`src/rtl/prd_irq_pkg.sv`:
```
package prd_irq_pkg;
  localparam int SEL_W = 3;
  localparam int CNT_W = 8;

  // strobes from control to divider datapath
  typedef struct packed {
    logic             restart;
    logic             enable;
    logic             halfMode;
    logic [CNT_W-1:0] limit;
  } divCtlT;

  function automatic logic codeValid(input logic [SEL_W-1:0] code);
    return (code >= SEL_W'(1)) && (code <= SEL_W'(6));
  endfunction

  // terminal count for each rate code: ticks per event minus one
  function automatic logic [CNT_W-1:0] rateLimit(input logic [SEL_W-1:0] code);
    logic [CNT_W-1:0] lim;
    case (code)
      SEL_W'(1): lim = CNT_W'(0);
      SEL_W'(2): lim = CNT_W'(3);
      SEL_W'(3): lim = CNT_W'(15);
      SEL_W'(4): lim = CNT_W'(63);
      SEL_W'(5): lim = CNT_W'(127);
      SEL_W'(6): lim = CNT_W'(255);
      default:   lim = CNT_W'(0);
    endcase
    return lim;
  endfunction
endpackage

```
`src/rtl/prd_ctrl.sv`:
```
module prd_ctrl
  import prd_irq_pkg::*;
#(
  parameter int SW = SEL_W
) (
  input  logic          clk,
  input  logic          rstN,
  input  logic          wrEn,
  input  logic [7:4]    wrData,
  input  logic          halfRateEn,
  input  logic          evtHit,
  output divCtlT        divCtl,
  output logic          flag,
  output logic          rateOk
);
  logic [SW-1:0] selQ;
  logic          flagQ;

  always_ff @(posedge clk) begin
    if (!rstN) begin
      selQ  <= '0;
      flagQ <= 1'b0;
    end else if (wrEn) begin
      selQ  <= wrData[6:4];
      flagQ <= flagQ & wrData[7];
    end else if (evtHit) begin
      flagQ <= 1'b1;
    end
  end

  always_comb begin
    divCtl.restart  = wrEn;
    divCtl.enable   = codeValid(selQ);
    divCtl.halfMode = halfRateEn;
    divCtl.limit    = rateLimit(selQ);
  end

  assign flag   = flagQ;
  assign rateOk = codeValid(selQ);

  assert_flag_rise_R10: assert property (@(posedge clk) disable iff (!rstN)
    (flagQ && !$past(flagQ)) |-> $past(evtHit));
  assert_flag_clear_R2: assert property (@(posedge clk) disable iff (!rstN)
    (wrEn && !wrData[7]) |=> !flagQ);
endmodule

```
`src/rtl/prd_div.sv`:
```
module prd_div
  import prd_irq_pkg::*;
#(
  parameter int CW = CNT_W
) (
  input  logic   clk,
  input  logic   rstN,
  input  logic   tick,
  input  divCtlT divCtl,
  output logic   evtHit,
  output logic   evtPulse
);
  logic [CW-1:0] cntQ;
  logic          skipQ;
  logic          evtQ;
  logic          rawHit;

  assign rawHit = tick && divCtl.enable && !divCtl.restart && (cntQ == divCtl.limit);
  assign evtHit = rawHit && !(divCtl.halfMode && skipQ);

  always_ff @(posedge clk) begin
    if (!rstN) begin
      cntQ  <= '0;
      skipQ <= 1'b0;
      evtQ  <= 1'b0;
    end else begin
      evtQ <= evtHit;
      if (divCtl.restart || !divCtl.enable) begin
        cntQ  <= '0;
        skipQ <= 1'b0;
      end else if (tick) begin
        if (cntQ == divCtl.limit) begin
          cntQ  <= '0;
          skipQ <= divCtl.halfMode ? !skipQ : 1'b0;
        end else begin
          cntQ <= cntQ + CW'(1);
        end
      end
    end
  end

  assign evtPulse = evtQ;

  assert_evt_needs_tick_R5: assert property (@(posedge clk) disable iff (!rstN)
    evtQ |-> $past(tick));
  assert_evt_single_R5: assert property (@(posedge clk) disable iff (!rstN)
    evtQ |=> !evtQ);
  assert_cnt_bound_R3: assert property (@(posedge clk) disable iff (!rstN)
    divCtl.enable |-> (cntQ <= divCtl.limit));
  assert_restart_R7: assert property (@(posedge clk) disable iff (!rstN)
    divCtl.restart |=> (cntQ == '0 && !skipQ && !evtQ));
  assert_idle_code_R4: assert property (@(posedge clk) disable iff (!rstN)
    !divCtl.enable |=> !evtQ);
endmodule

```
`src/rtl/prd_irq_gen.sv`:
```
module prd_irq_gen
  import prd_irq_pkg::*;
(
  input  logic       clk,
  input  logic       rstN,
  input  logic       tick256,
  input  logic       ctrlWrEn,
  input  logic [7:4] ctrlWrData,
  input  logic       halfRateEn,
  input  logic       carryReq,
  input  logic       alarmReq,
  output logic       periodicEvt,
  output logic       periodicFlag,
  output logic       periodicIrq,
  output logic       combinedIrq
);
  divCtlT divCtl;
  logic   evtHit;
  logic   rateOk;

  prd_ctrl #(.SW(SEL_W)) uCtrl (
    .clk(clk), .rstN(rstN), .wrEn(ctrlWrEn), .wrData(ctrlWrData),
    .halfRateEn(halfRateEn), .evtHit(evtHit), .divCtl(divCtl),
    .flag(periodicFlag), .rateOk(rateOk)
  );

  prd_div #(.CW(CNT_W)) uDiv (
    .clk(clk), .rstN(rstN), .tick(tick256), .divCtl(divCtl),
    .evtHit(evtHit), .evtPulse(periodicEvt)
  );

  assign periodicIrq = periodicFlag && rateOk;
  assign combinedIrq = carryReq || alarmReq || periodicIrq;

  assert_irq_gate_R8: assert property (@(posedge clk) disable iff (!rstN)
    periodicIrq |-> periodicFlag);
  assert_comb_covers_R9: assert property (@(posedge clk) disable iff (!rstN)
    (periodicIrq || carryReq || alarmReq) |-> combinedIrq);
  assert_tick_spacing_R5: assert property (@(posedge clk) disable iff (!rstN)
    tick256 |=> !tick256);
endmodule

```
`config.mk`:
```
export PLATFORM = sky130hd
export DESIGN_NAME = prd_irq_gen
export DESIGN_NICKNAME = d
export VERILOG_FILES = /design/src/rtl/prd_irq_pkg.sv /design/src/rtl/prd_ctrl.sv /design/src/rtl/prd_div.sv /design/src/rtl/prd_irq_gen.sv
export SDC_FILE = /design/constraint.sdc
export NUM_CORES = 1
export LEC_CHECK = 0
export ABC_AREA = 0
export BUFFER_PORTS_ARGS = -buffer_cell sky130_fd_sc_hd__buf_2
export CAP_MARGIN = 10
export CORE_MARGIN = 1
export CORE_UTILIZATION = 49
export CTS_CLUSTER_SIZE = 12
export DETAILED_ROUTE_END_ITERATION = 8
export PLACE_DENSITY = 0.72
export SLEW_MARGIN = 20
export SYNTH_ARGS = -nofsm -noshare
export SYNTH_HDL_FRONTEND = slang
export SYNTH_SLANG_ARGS = --single-unit
```
`constraint.sdc`:
```
create_clock -name clk -period 4.35 [get_ports clk]
set_input_delay 0.435 -clock clk [delete_from_list [all_inputs] [get_ports clk]]
set_output_delay 0.435 -clock clk [all_outputs]
set_load 0.01 [all_outputs]
```
==> summary.txt <==
Status
  • Status: finished, final reports clean

Global route
  • Total Routing Usage GR: between 15 and 20%
  • Largest net degree at the start of global routing: 12
  • Vias in the first global route: 522
  • Grt ovf: 0
  • Global-route wire length before repair: 2.228 mm
  • Initial antenna violation count: 0

Drt
  • DR vias: around 630
  • Final wirelength: 1.357 mm
  • DR WL/cell: between 10 and 15 um
  • Pre-Repair DR Iteration Count: 4
  • Vias per inst: around 5.5
  • DRC errors left: 0
  • Antenna-violating nets left: 0
  • Initial DRC count: 15

Logic synthesis
  • Post-Syn Area: around 770 um2
  • Sequential cell area fraction in the yosys report: about 36%
  • EDFF count, synth: 0
  • Mapped Cells: 88
  • Area contributors post-synth: dfxtp_1 (36%), nor3_1 (6.5%), xor2_1 (5.7%)
  • Top cell type by total area after synthesis: dfxtp_1
  • Syn Area/Cell: just under 9 um2
  • Synth Flop Type: dfxtp_1
  • Synth top area share: 36.36%
  • Net count after synthesis: 100
  • Most frequent cells after synthesis: dfxtp_1 (14), nor3_1 (10), nor2_1 (9)
  • Yosys warns: 0
  • Yosys cell types: 33
  • Cell with the most instances after synthesis: dfxtp_1
  • Async S/R FF share, synth: 0%
  • Synthesis-stage register bit count: 14

Finish
  • # nets final: about 110
  • Final Util: between 60% and 70%
  • Fill cells: 121
  • Layout cell share with drive strength beyond 1: a little under a quarter
  • P&R area growth vs syn: 10.07%
  • Final non-filler cell total: around 120
  • ANT cells: 0

CTS
  • Clk slew on worst S/H paths: ~80 ps
  • Setup Fix Bufs, Post-CTS: 0
  • Clock Latency Late Sink: between 200 and 300 ps
  • CTS Buf Count: 3
  • # resized after CTS: 0
  • Hold Buf Count CTS: 0
  • Clk root buf: clkbuf_4
  • Clock sinks: 14
  • CTS tree: yes
  • Clock Tree Buf Depth: 2
  • Htree depth: 1

Placed design
  • DP Cell Count: 111
  • DP HPWL: 984.2 um
  • RD Place Congestion: about 0.8
  • Port-buffer cells: 14

Critical path
  • Worst path cell trace: and3_2 -> nor2_1 -> and2_1 -> or3_1 -> buf_2
  • Buf+Inv Stages, Crit Path: 1
  • Startpoint types: flop
  • Setup CP Type: reg2out
  • Crit-path slowest cell: dfxtp_1
  • R2R Setup Slk: 2370 ps
  • R2r startpoint: uDiv.cntQ[4]
  • CP endpoint kind: primary output
  • Max Fanout on Critical Path: 10
  • Worst Path Required: just under 4000 ps
  • Arr. time, crit path: 1740 ps
  • RR Endpoint: uDiv.skipQ
  • CP peak stage delay: 510 ps
  • Register-to-Register Path Depth: 4
  • Delay-heaviest family, CP: simple AND/OR/NAND/NOR gates

STA
  • Clk_skew: about 2.2 ps
  • Max_slew headroom: a little under three quarters
  • Min Hold Slack: around 410 ps
  • Period utilisation layout: 49.93%
  • Worst Max-Slew Pin Slew: around 430 ps
  • Fin crit period: approximately 2200 ps
  • Final hold violation count: 0
  • Setup Viol. Count Final: 0
  • Fmax: about 460 MHz
  • TNS Setup: 0 ps
  • Fin. max-slew vios: 0
  • RSZ-0062 raised after global routing: false

Die
  • Die H: between 40 and 50 um
  • Starting density of the core: between 50% and 60%
  • Ports: 15
  • Die width: approximately 42 um
  • Core Box Area: between 1000 and 1500 um2
  • Row count: 13
  • Die Area: ~1700 um2

Hold path
  • Worst Hold Class: in2reg
  • WHS Endpoint: uCtrl.selQ[2]
  • Hold path start: ctrlWrData[6]
  • Hold-critical path depth: 3

Power
  • Power density over the cells: roughly 300 nW/um2
  • Static Leak: 0.3522 nW
  • VDD IR-drop max: between 150 and 200 uV

Job
  • Max cap viols: 0
[worst reg2reg max path, stage by stage (launching register included)]
cell and delay (ps):
dfxtp_1 360, or4b_2 670, a21oi_1 140, o221a_2 350, mux2_2 360
[metal layers]
layer  GRT usage (%)  part of all wire, %  wire (um)  vias up
met4           11.61                  2.7         36        0
li1                -                    -          -      337
met2           22.19                   44        600        9
met3           3.913                  2.9         40        4
met5               0                    0          0        -
met1           24.32                   50        679      282
[layout make-up]
cell class	instances	area (um2)	area share, %
clock buffers	4	36.28	4.277
inverters	1	3.754	0.4425
multi-input cells	67	439.2	51.77
flip-flops and latches	14	280.3	33.04
well taps	15	18.77	2.212
repair buffers	14	70.07	8.260
[cell usage in the layout (no fill, tap or decap), drive strengths merged, types with 2 or more instances in the layout]
cell	instances
nor3	10
xnor2	3
and3	3
clkbuf	4
nor2b	3
and2	2
xor2	5
nand2	5
dfxtp	14
nand4	4
a21oi	4
nor2	9
buf	14
mux2i	4
[report_power, final]
group          switching (mW)  internal, mW  total [mW]  leakage, nW
Combinational          0.0143        0.0140      0.0283        0.218
Clock                  0.0419        0.0510      0.0929       0.0210
Sequential            0.00451         0.131       0.135        0.113
Total                  0.0607         0.196       0.256        0.352
[stage by stage]
step / setup WS [ps] / power (mW) / cell area [um2]
final: 2178 / 0.2564 / 848.3
after global routing: 2091 / 0.2721 / 848.3
after CTS: 2177 / 0.2599 / 848.3
after detailed placement: 2190 / 0.1665 / 812.0
after global placement: 2227 / 0.1660 / 812.0
after floorplan: 2409 / 0.1613 / 770.7
[flip-flops by register name (all words and copies together) (netlist names)]
register       flops
uDiv.skipQ         1
uCtrl.selQ         3
uDiv.evtPulse      1
uDiv.cntQ          8
uCtrl.flag         1
[worst max-delay path by stage]
stage / start / to / slack (ps) / depth (start not counted)
3_5_place_dp: tick256 / uDiv.skipQ / 2190 / 5
4_1_cts: uCtrl.selQ[1] / combinedIrq / 2180 / 5
2_1_floorplan: tick256 / uDiv.skipQ / 2410 / 5
6_report: uCtrl.selQ[1] / combinedIrq / 2180 / 5
5_1_grt: uCtrl.selQ[1] / combinedIrq / 2090 / 5
3_3_place_gp: tick256 / uDiv.skipQ / 2230 / 5
[logic make-up after synthesis]
group           count (synthesis)  share of synthesized area [%]
compound gates                  9                          8.279
xor+xnor                        8                          9.091
fa+ha+maj                       1                          1.623
buf+inv                         7                          6.655
flops                          14                          36.36
mux                             5                          6.656
simple gates                   44                          31.33
No activity file was read; power rests on OpenSTA's default activity.
